<file path="config.mk">
export PLATFORM = sky130hd
export DESIGN_NAME = ld_result_fmt
export DESIGN_NICKNAME = d
export VERILOG_FILES = /design/src/rtl/ld_fmt_pkg.sv /design/src/rtl/ld_fmt_legal.sv /design/src/rtl/ld_fmt_ext.sv /design/src/rtl/ld_fmt_swap.sv /design/src/rtl/ld_result_fmt.sv
export SDC_FILE = /design/constraint.sdc
export NUM_CORES = 1
export LEC_CHECK = 0
export BUFFER_PORTS_ARGS = -buffer_cell sky130_fd_sc_hd__buf_2
export CORE_ASPECT_RATIO = 1.5
export CORE_MARGIN = 4
export CORE_UTILIZATION = 40
export CTS_CLUSTER_DIAMETER = 80
export CTS_CLUSTER_SIZE = 28
export DETAILED_ROUTE_END_ITERATION = 12
export PLACE_DENSITY_LB_ADDON = 0.2
export SLEW_MARGIN = 20
export SYNTH_ARGS = -nofsm -noshare
export SYNTH_HDL_FRONTEND = slang
export SYNTH_SLANG_ARGS = --single-unit
</file>
<file path="constraint.sdc">
create_clock -name clk_i -period 0.8 [get_ports clk_i]
set_input_delay 0.12 -clock clk_i [delete_from_list [all_inputs] [get_ports clk_i]]
set_output_delay 0.12 -clock clk_i [all_outputs]
set_load 0.005 [all_outputs]
</file>
<file path="src/rtl/ld_fmt_pkg.sv">
package ld_fmt_pkg;
  typedef enum logic [1:0] {
    SZ_B = 2'd0,
    SZ_H = 2'd1,
    SZ_W = 2'd2,
    SZ_D = 2'd3
  } ld_size_e;

  typedef enum logic [1:0] {
    MD_ZERO = 2'd0,
    MD_SIGN = 2'd1,
    MD_REV  = 2'd2,
    MD_RSVD = 2'd3
  } ld_mode_e;
endpackage

</file>
<file path="src/rtl/ld_fmt_legal.sv">
module ld_fmt_legal
  import ld_fmt_pkg::*;
(
  input  logic [1:0] size_i,
  input  logic [1:0] mode_i,
  output logic       legal_o
);
  ld_size_e sz;
  ld_mode_e md;

  assign sz = ld_size_e'(size_i);
  assign md = ld_mode_e'(mode_i);

  always_comb begin
    unique case (md)
      MD_ZERO: legal_o = 1'b1;
      MD_SIGN: legal_o = (sz == SZ_H) || (sz == SZ_W);
      MD_REV:  legal_o = (sz != SZ_B);
      default: legal_o = 1'b0;
    endcase
  end
endmodule

</file>
<file path="src/rtl/ld_fmt_ext.sv">
module ld_fmt_ext #(
  parameter int DATA_W = 64,
  parameter int BYTE_W = 8,
  localparam int NUM_BYTES = DATA_W / BYTE_W,
  localparam int NUM_SIZES = $clog2(NUM_BYTES) + 1,
  localparam int SIZE_W    = $clog2(NUM_SIZES)
) (
  input  logic [DATA_W-1:0] raw_i,
  input  logic [SIZE_W-1:0] size_i,
  input  logic              sign_en_i,
  output logic [DATA_W-1:0] data_o
);
  logic [DATA_W-1:0] ext_v [NUM_SIZES];

  for (genvar g = 0; g < NUM_SIZES; g++) begin : g_size
    localparam int FW = BYTE_W << g;
    if (FW >= DATA_W) begin : g_full
      assign ext_v[g] = raw_i;
    end else begin : g_part
      logic fill;
      assign fill     = sign_en_i & raw_i[FW-1];
      assign ext_v[g] = {{(DATA_W-FW){fill}}, raw_i[FW-1:0]};
    end
  end

  assign data_o = ext_v[size_i];
endmodule

</file>
<file path="src/rtl/ld_fmt_swap.sv">
module ld_fmt_swap #(
  parameter int DATA_W = 64,
  parameter int BYTE_W = 8,
  localparam int NUM_BYTES = DATA_W / BYTE_W,
  localparam int NUM_SIZES = $clog2(NUM_BYTES) + 1,
  localparam int SIZE_W    = $clog2(NUM_SIZES)
) (
  input  logic [DATA_W-1:0] raw_i,
  input  logic [SIZE_W-1:0] size_i,
  output logic [DATA_W-1:0] data_o
);
  logic [DATA_W-1:0] swp_v [NUM_SIZES];

  for (genvar g = 0; g < NUM_SIZES; g++) begin : g_size
    localparam int NB = 1 << g;
    localparam int FW = NB * BYTE_W;
    logic [FW-1:0] field_rev;
    for (genvar b = 0; b < NB; b++) begin : g_byte
      // first addressed byte (field MSB) lands in result byte 0
      assign field_rev[b*BYTE_W +: BYTE_W] = raw_i[(NB-1-b)*BYTE_W +: BYTE_W];
    end
    if (FW >= DATA_W) begin : g_full
      assign swp_v[g] = field_rev;
    end else begin : g_part
      assign swp_v[g] = {{(DATA_W-FW){1'b0}}, field_rev};
    end
  end

  assign data_o = swp_v[size_i];
endmodule

</file>
<file path="src/rtl/ld_result_fmt.sv">
module ld_result_fmt
  import ld_fmt_pkg::*;
#(
  parameter int DATA_W = 64,
  parameter int BYTE_W = 8,
  localparam int NUM_BYTES = DATA_W / BYTE_W,
  localparam int NUM_SIZES = $clog2(NUM_BYTES) + 1,
  localparam int SIZE_W    = $clog2(NUM_SIZES)
) (
  input  logic              clk_i,
  input  logic              rst_ni,
  input  logic              valid_i,
  input  logic [SIZE_W-1:0] size_i,
  input  logic [1:0]        mode_i,
  input  logic [DATA_W-1:0] raw_i,
  output logic              valid_o,
  output logic [DATA_W-1:0] result_o,
  output logic              illegal_o
);
  logic              legal;
  logic [DATA_W-1:0] ext_data;
  logic [DATA_W-1:0] swp_data;
  logic [DATA_W-1:0] fmt_d;
  logic              valid_q;
  logic              illegal_q;
  logic [DATA_W-1:0] result_q;

  ld_fmt_legal u_legal (
    .size_i (size_i),
    .mode_i (mode_i),
    .legal_o(legal)
  );

  ld_fmt_ext #(.DATA_W(DATA_W), .BYTE_W(BYTE_W)) u_ext (
    .raw_i    (raw_i),
    .size_i   (size_i),
    .sign_en_i(mode_i == MD_SIGN),
    .data_o   (ext_data)
  );

  ld_fmt_swap #(.DATA_W(DATA_W), .BYTE_W(BYTE_W)) u_swap (
    .raw_i (raw_i),
    .size_i(size_i),
    .data_o(swp_data)
  );

  always_comb begin
    if (!legal)                fmt_d = '0;
    else if (mode_i == MD_REV) fmt_d = swp_data;
    else                       fmt_d = ext_data;
  end

  always_ff @(posedge clk_i or negedge rst_ni) begin
    if (!rst_ni) begin
      valid_q   <= 1'b0;
      illegal_q <= 1'b0;
      result_q  <= '0;
    end else begin
      valid_q <= valid_i;
      if (valid_i) begin
        illegal_q <= ~legal;
        result_q  <= fmt_d;
      end else begin
        illegal_q <= 1'b0;
        result_q  <= '0;
      end
    end
  end

  assign valid_o   = valid_q;
  assign illegal_o = illegal_q;
  assign result_o  = result_q;

  p_valid_follow_r10: assert property (@(posedge clk_i) disable iff (!rst_ni)
    1'b1 |=> valid_o == $past(valid_i));

  p_idle_quiet_r10: assert property (@(posedge clk_i) disable iff (!rst_ni)
    !valid_o |-> (result_o == '0) && !illegal_o);

  p_illegal_zero_r9: assert property (@(posedge clk_i) disable iff (!rst_ni)
    illegal_o |-> result_o == '0);

  p_illegal_decode_r9: assert property (@(posedge clk_i) disable iff (!rst_ni)
    valid_i |=> illegal_o == (($past(mode_i) == MD_RSVD)
      || ($past(mode_i) == MD_SIGN && ($past(size_i) == SZ_B || $past(size_i) == SZ_D))
      || ($past(mode_i) == MD_REV && $past(size_i) == SZ_B)));

  p_byte_zero_r2: assert property (@(posedge clk_i) disable iff (!rst_ni)
    valid_i && size_i == SZ_B && mode_i == MD_ZERO |=>
      result_o == {{(DATA_W-BYTE_W){1'b0}}, $past(raw_i[BYTE_W-1:0])});

  p_dword_pass_r5: assert property (@(posedge clk_i) disable iff (!rst_ni)
    valid_i && size_i == SZ_D && mode_i == MD_ZERO |=> result_o == $past(raw_i));
endmodule

</file>
==> results of run 1 <==
[registers in the layout, indices dropped and copies added, names as in the netlist]
signal     count
illegal_o      1
result_o      64
valid_o        1
[cell usage after synthesis, types with 2 or more instances]
cell / n / area share (%)
a211oi_1: 30 / 6.2
a21o_1: 9 / 1.9
a21oi_1: 73 / 10
a21oi_2: 2 / 0.48
a221oi_1: 8 / 1.9
buf_1: 2 / 0.21
buf_2: 20 / 2.8
buf_4: 4 / 0.83
buf_6: 3 / 0.93
clkbuf_1: 10 / 1.0
dfrtp_1: 66 / 46
mux2_2: 8 / 2.5
nand2_1: 43 / 4.4
nand2b_1: 15 / 2.6
nand3_1: 7 / 0.97
nand4b_1: 7 / 1.7
nor2_1: 35 / 3.6
nor3_1: 17 / 2.3
o211ai_1: 7 / 1.4
o21ai_0: 25 / 3.4
o21ai_1: 2 / 0.28
[layout by cell type, fill, tap and decap left out, types with 8 or more instances in the layout]
cell type,Yosys,routed
mux2_2,8,8
a21o_1,9,9
dfrtp_1,66,66
a211oi_2,0,28
o21ai_1,2,11
nor2_1,35,23
nand2b_1,15,11
buf_12,0,11
a21oi_1,73,43
o21ai_0,25,13
buf_2,20,132
nand2_1,43,41
buf_6,3,19
a21oi_2,2,26
buf_4,4,66
nor3_2,0,8
clkbuf_16,0,9
[cell type report]
cell class,count,area [um^2]
Fill cell,643,2510
Tap cell,110,138
Inverter,3,28.8
Multi-Input combinational cell,302,2360
Timing Repair Buffer,239,1790
Sequential cell,66,1650
Clock inverter,6,111
Clock buffer,10,239
[kinds of logic (layout without fill, tap and decap cells)]
family | Yosys count | count (layout) | share of synthesized area [%]
AOI/OAI and AO/OA | 158 | 158 | 26.7
adders and majority gates | 1 | 1 | 0.345
buffers and inverters | 44 | 258 | 6.59
DFF | 66 | 66 | 45.5
muxes | 10 | 10 | 3.38
and+or+nand+nor | 133 | 133 | 17.5
[per-layer routing]
metal  track usage [%]  vias up  part of all wire (%)
met5                 0        -                     0
met4              19.1        0                   6.9
met3              5.49       72                   7.7
met2              48.8      259                    51
met1              32.3     2071                    34
li1                  -     1902                     -
[stage by stage]
stage / TNS [ps] / setup WS, ps / power, W / util [%]
4_1_cts: -17300 / -213 / 0.0107 / 70.0
2_1_floorplan: -45820 / -777 / 0.00458 / -
6_report: -20320 / -251 / 0.0109 / 71.6
3_5_place_dp: -38890 / -773 / 0.00565 / 57.7
3_3_place_gp: -37930 / -768 / 0.00563 / 57.7
5_1_grt: -24290 / -275 / 0.0112 / 71.6
[timing repair]
| action | in CTS | in global routing |
|---|---|---|
| gates cloned | 6 | 0 |
| buffers inserted | 9 | 2 |
| setup endpoints to repair | 130 | 131 |
| gates resized for setup | 136 | 25 |
| hold buffers | 2 | 0 |
| hold endpoints to repair | 67 | 0 |
| pin swaps | 41 | 11 |
[power by group through the flow]
stage | combinational, W | sequential, W | clock (W)
after floorplan | 0.000929 | 0.00365 | 0
after global placement | 0.00201 | 0.00362 | 0
after detailed placement | 0.00202 | 0.00363 | 0
after CTS | 0.00249 | 0.00357 | 0.00469
after global routing | 0.00280 | 0.00358 | 0.00487
final | 0.00264 | 0.00357 | 0.00465
[worst paths after layout]
check                      cells after the start            to  slack, ps
min in group asynchronous                      3  result_o[49]        340
min                                            3  result_o[55]         90
max in group asynchronous                      3  result_o[26]        170
max                                            9  result_o[14]       -250
[worst max-delay path: cells and delay by family]
family                   cells  cell delay (ps)
buffers and inverters        5              470
adder cells (fa/ha/maj)      1              250
AO/OA/AOI/OAI                3              440
==> impl_metrics.toml, run 1 <==
[routing]
vias = 4304
vias_per_cell = 5.85
routed_wl_um = 15400
first_pass_iters = 5
drt_iter0_drc = 240
ant_nets = 0
routedWlPerCell_um = 21.0
drc = 0

[floorplan]
coreArea_mm2 = 0.00883
initial_core_util_pct = 41.1
die_area_mm2 = 0.0107
ios = 137
die_x_um = 85.8
rows = 42
die_h_um = 125

[timing]
fmax_mhz = 952
finalCriticalPeriod_ps = 1050
period_share_pct = 131
hold_viol = 0
holdWs_ps = 90.1
slew_headroom_pct = 73.2
slew_viol_final = 0
setup_slack_ps = -251
worst_pin_slew_ps = 401
grt_setup_unrepaired = "true"
setup_viol = 131

[worst_setup_path]
path_cells = "buf_12 -> clkinv_8 -> ha_4 -> inv_2 -> a21oi_4 -> o21ai_4 -> buf_12 -> buf_6 -> a211oi_2"
cp_max_fo = 8
crit_slowest_cell = "ha_4"
end_kind = "flop"
start_kind = "input port"
crit_path_max_incr_delay_ps = 250
cp-startpoint = "size_i[0]"
critPathKind = "in -> reg"
worst_ep_arrival_time_ps = 1300
critPathMostFrequentCell = "buf_12"
crit_required_ps = 1050

[cts]
cts.sinks = 66
tritoncts = "done"
clock-root-buffer = "clkbuf_16"
ctsHtreeMaxLevel = 3
cts_buffer_depth = 2
path_clk_slew_ps = 60
numCtsBuffers = 9

[synthesis]
synth_ff_type = "dfrtp_1"
synth_edf_count = 0
synth_area_mm2 = 0.00363
ys_async_sr_fraction_pct = 100
synth_seq_area_share_pct = 45.5
ys_types = 40
synth.avg_cell_area_um2 = 8.81
ys_ff_latch = 66
syn_nets = 484
synthCells = 412
ys_warn_count = 0

[layout]
syn_to_final_growth_pct = 74.2
antenna_cells = 0
drive_gt1_share_pct = 60.2
stdcell_area_mm2 = 0.00632
layoutNonFillerInstCount = 736
num-nets-final = 693

[worst_hold_path]
min_from = "raw_i[55]"
min_path_type = "in -> reg"

[pwr]
swShare_pct = 27.6
combPwrFrac_pct = 24.3
ir_drop_mv = 1.27
p_int_w = 0.00786
seq_power_share_pct = 32.9
switchingPower_w = 0.00299
clock_power_share_pct = 42.8
power_leakage_nw = 3.00
power.density_mw_per_mm2 = 1720

[global_route]
grt_overflow = 0
antenna_found_initial = 0
grt_pass1_wl_um = 23700
grt_pass1_vias = 4529
grt_usage_pct = 28.9
grt_max_degree = 67

[placement]
placed_cells = 704
port_buffers = 136
place.gp.congestion = 0.921
post_dp_cell_area_mm2 = 0.00509
dp_hpwl_um = 10400

[status]
outcome = "finished, violations left"
violations = "setup timing"

[run]
cap_violations = 0
Note: power is estimated with default switching activity, not from simulation.
==> run 2: changes to the inputs <==
--- a/config.mk
+++ b/config.mk
@@ -8,7 +8,7 @@
 export BUFFER_PORTS_ARGS = -buffer_cell sky130_fd_sc_hd__buf_2
 export CORE_ASPECT_RATIO = 1.5
 export CORE_MARGIN = 4
-export CORE_UTILIZATION = 40
+export CORE_UTILIZATION = 45
 export CTS_CLUSTER_DIAMETER = 80
 export CTS_CLUSTER_SIZE = 28
 export DETAILED_ROUTE_END_ITERATION = 12
==> run 2 against run 1 <==
The flow still finishes with violations (setup timing). Non-clock buffer count shrank 10. Worst hold slack lost 22 ps. First-iteration DRC count grew 25%. Sequential cell count is the same. Global-route usage grew 1.3 points. Clock power shrank 23%. Sequential power is essentially flat. Maximum frequency grew 5.8%. Critical endpoint is now result_o[27].
==> impl_metrics.toml, run 2 (synthesis results as in run 1) <==
[status]
outcome = "finished, violations left"
violations = "setup timing"

[global_route]
grt_pass1_wl_um = 21800
grt_overflow = 0
antenna_found_initial = 0
grt_max_degree = 67
grt_usage_pct = 30.1
grt_pass1_vias = 4170

[cts]
numCtsBuffers = 9
path_clk_slew_ps = 50
clock-root-buffer = "clkbuf_16"
cts.sinks = 66
tritoncts = "done"
ctsHtreeMaxLevel = 3
cts_buffer_depth = 2

[layout]
largest_reg_flops = 64
nFillCells = 557
antenna_cells = 0
syn_to_final_growth_pct = 63.2
drive_gt1_share_pct = 55.4
num-nets-final = 683
final_cell_mix = "buf_2 (133), buf_4 (69), dfrtp_1 (66), a21oi_1 (61), nand2_1 (43)"
layoutNonFillerInstCount = 718
layout_commonest_cell = "buf_2"

[routing]
routed_wl_um = 14500
vias = 4173
vias_per_cell = 5.81
routedWlPerCell_um = 20.2
ant_nets = 0
drt_iter0_drc = 300
first_pass_iters = 5
drc = 0

[floorplan]
die_area_mm2 = 0.00959
coreArea_mm2 = 0.00776
initial_core_util_pct = 46.8
ios = 137
die_x_um = 81.3
rows = 39
die_h_um = 118

[timing]
period_share_pct = 124
fmax_mhz = 1010
worst_pin_slew_ps = 367
slew_headroom_pct = 75.5
finalCriticalPeriod_ps = 993
setup_viol = 130
holdWs_ps = 68.6
grt_setup_unrepaired = "true"
hold_viol = 0
slew_viol_final = 0
setup_tns_ps = -18290
setup_slack_ps = -193

[pwr]
total_power_w = 0.00961
ir_drop_mv = 1.31
power.density_mw_per_mm2 = 1620
power_leakage_nw = 2.87

[placement]
place.gp.congestion = 0.976
dpl_worst_slack_ps = -724
placed_cells = 690
dp_hpwl_um = 10000
port_buffers = 136

[worst_setup_path]
cp-startpoint = "size_i[0]"
start_kind = "input port"
cp_max_fo = 6
worst_ep_arrival_time_ps = 1200
end_kind = "flop"
critPathKind = "in -> reg"
crit_required_ps = 1010

[worst_hold_path]
min_path_type = "in -> reg"
hold_path_depth = 3
min_from = "raw_i[55]"

[run]
cap_violations = 0
-- run 2: metrics by stage --
step	utilization (%)	area (um^2)
after detailed placement	65.0	5040
after floorplan	-	3810
after global placement	65.0	5040
final	76.3	5920
after CTS	74.2	5760
after global routing	76.3	5920
-- run 2: worst paths after layout --
path	to	slack, ps
min in group asynchronous	result_o[14]	350
min	result_o[55]	70
max in group asynchronous	result_o[31]	170
max	result_o[27]	-190
-- run 2: area by class of cell --
type                            instances  area [um^2]  share of cell area, %
Clock buffer                            9          225                   3.80
Clock inverter                          7         45.0                  0.761
Inverter                                3         23.8                  0.402
Multi-Input combinational cell        302         2190                   37.0
Sequential cell                        66         1650                   27.9
Tap cell                              102          128                   2.16
Timing Repair Buffer                  229         1650                   27.9
-- run 2: per-layer routing --
layer | GRT usage [%] | vias to the layer above | wire (um)
met3 | 5.44 | 62 | 1190
met5 | 0 | - | 0
met1 | 36.1 | 1987 | 5070
li1 | - | 1885 | -
met2 | 49.3 | 239 | 7440
met4 | 17.3 | 0 | 804
-- run 2: timing repair --
| item | in CTS | in global routing |
|---|---|---|
| endpoints found under the hold margin | 67 | 0 |
| hold buffers | 2 | 0 |
| cloned | 5 | 0 |
| resized for setup | 66 | 39 |
| endpoints found under the setup margin | 131 | 130 |
| setup buffers | 5 | 1 |
| pin swaps | 20 | 8 |
-- run 2: report_power, final --
group	switching (W)	internal, W	leakage [nW]
Sequential	0.0000483	0.00352	0.891
Clock	0.00149	0.00209	0.135
Combinational	0.00132	0.00114	1.85
-- run 2: critical path, cell delays in order --
cell     delay, ps
buf_12         100
inv_8           30
ha_4           230
inv_4           50
a21oi_4         50
o21ai_4        260
buf_12         170
buf_16         130
a21oi_4         40
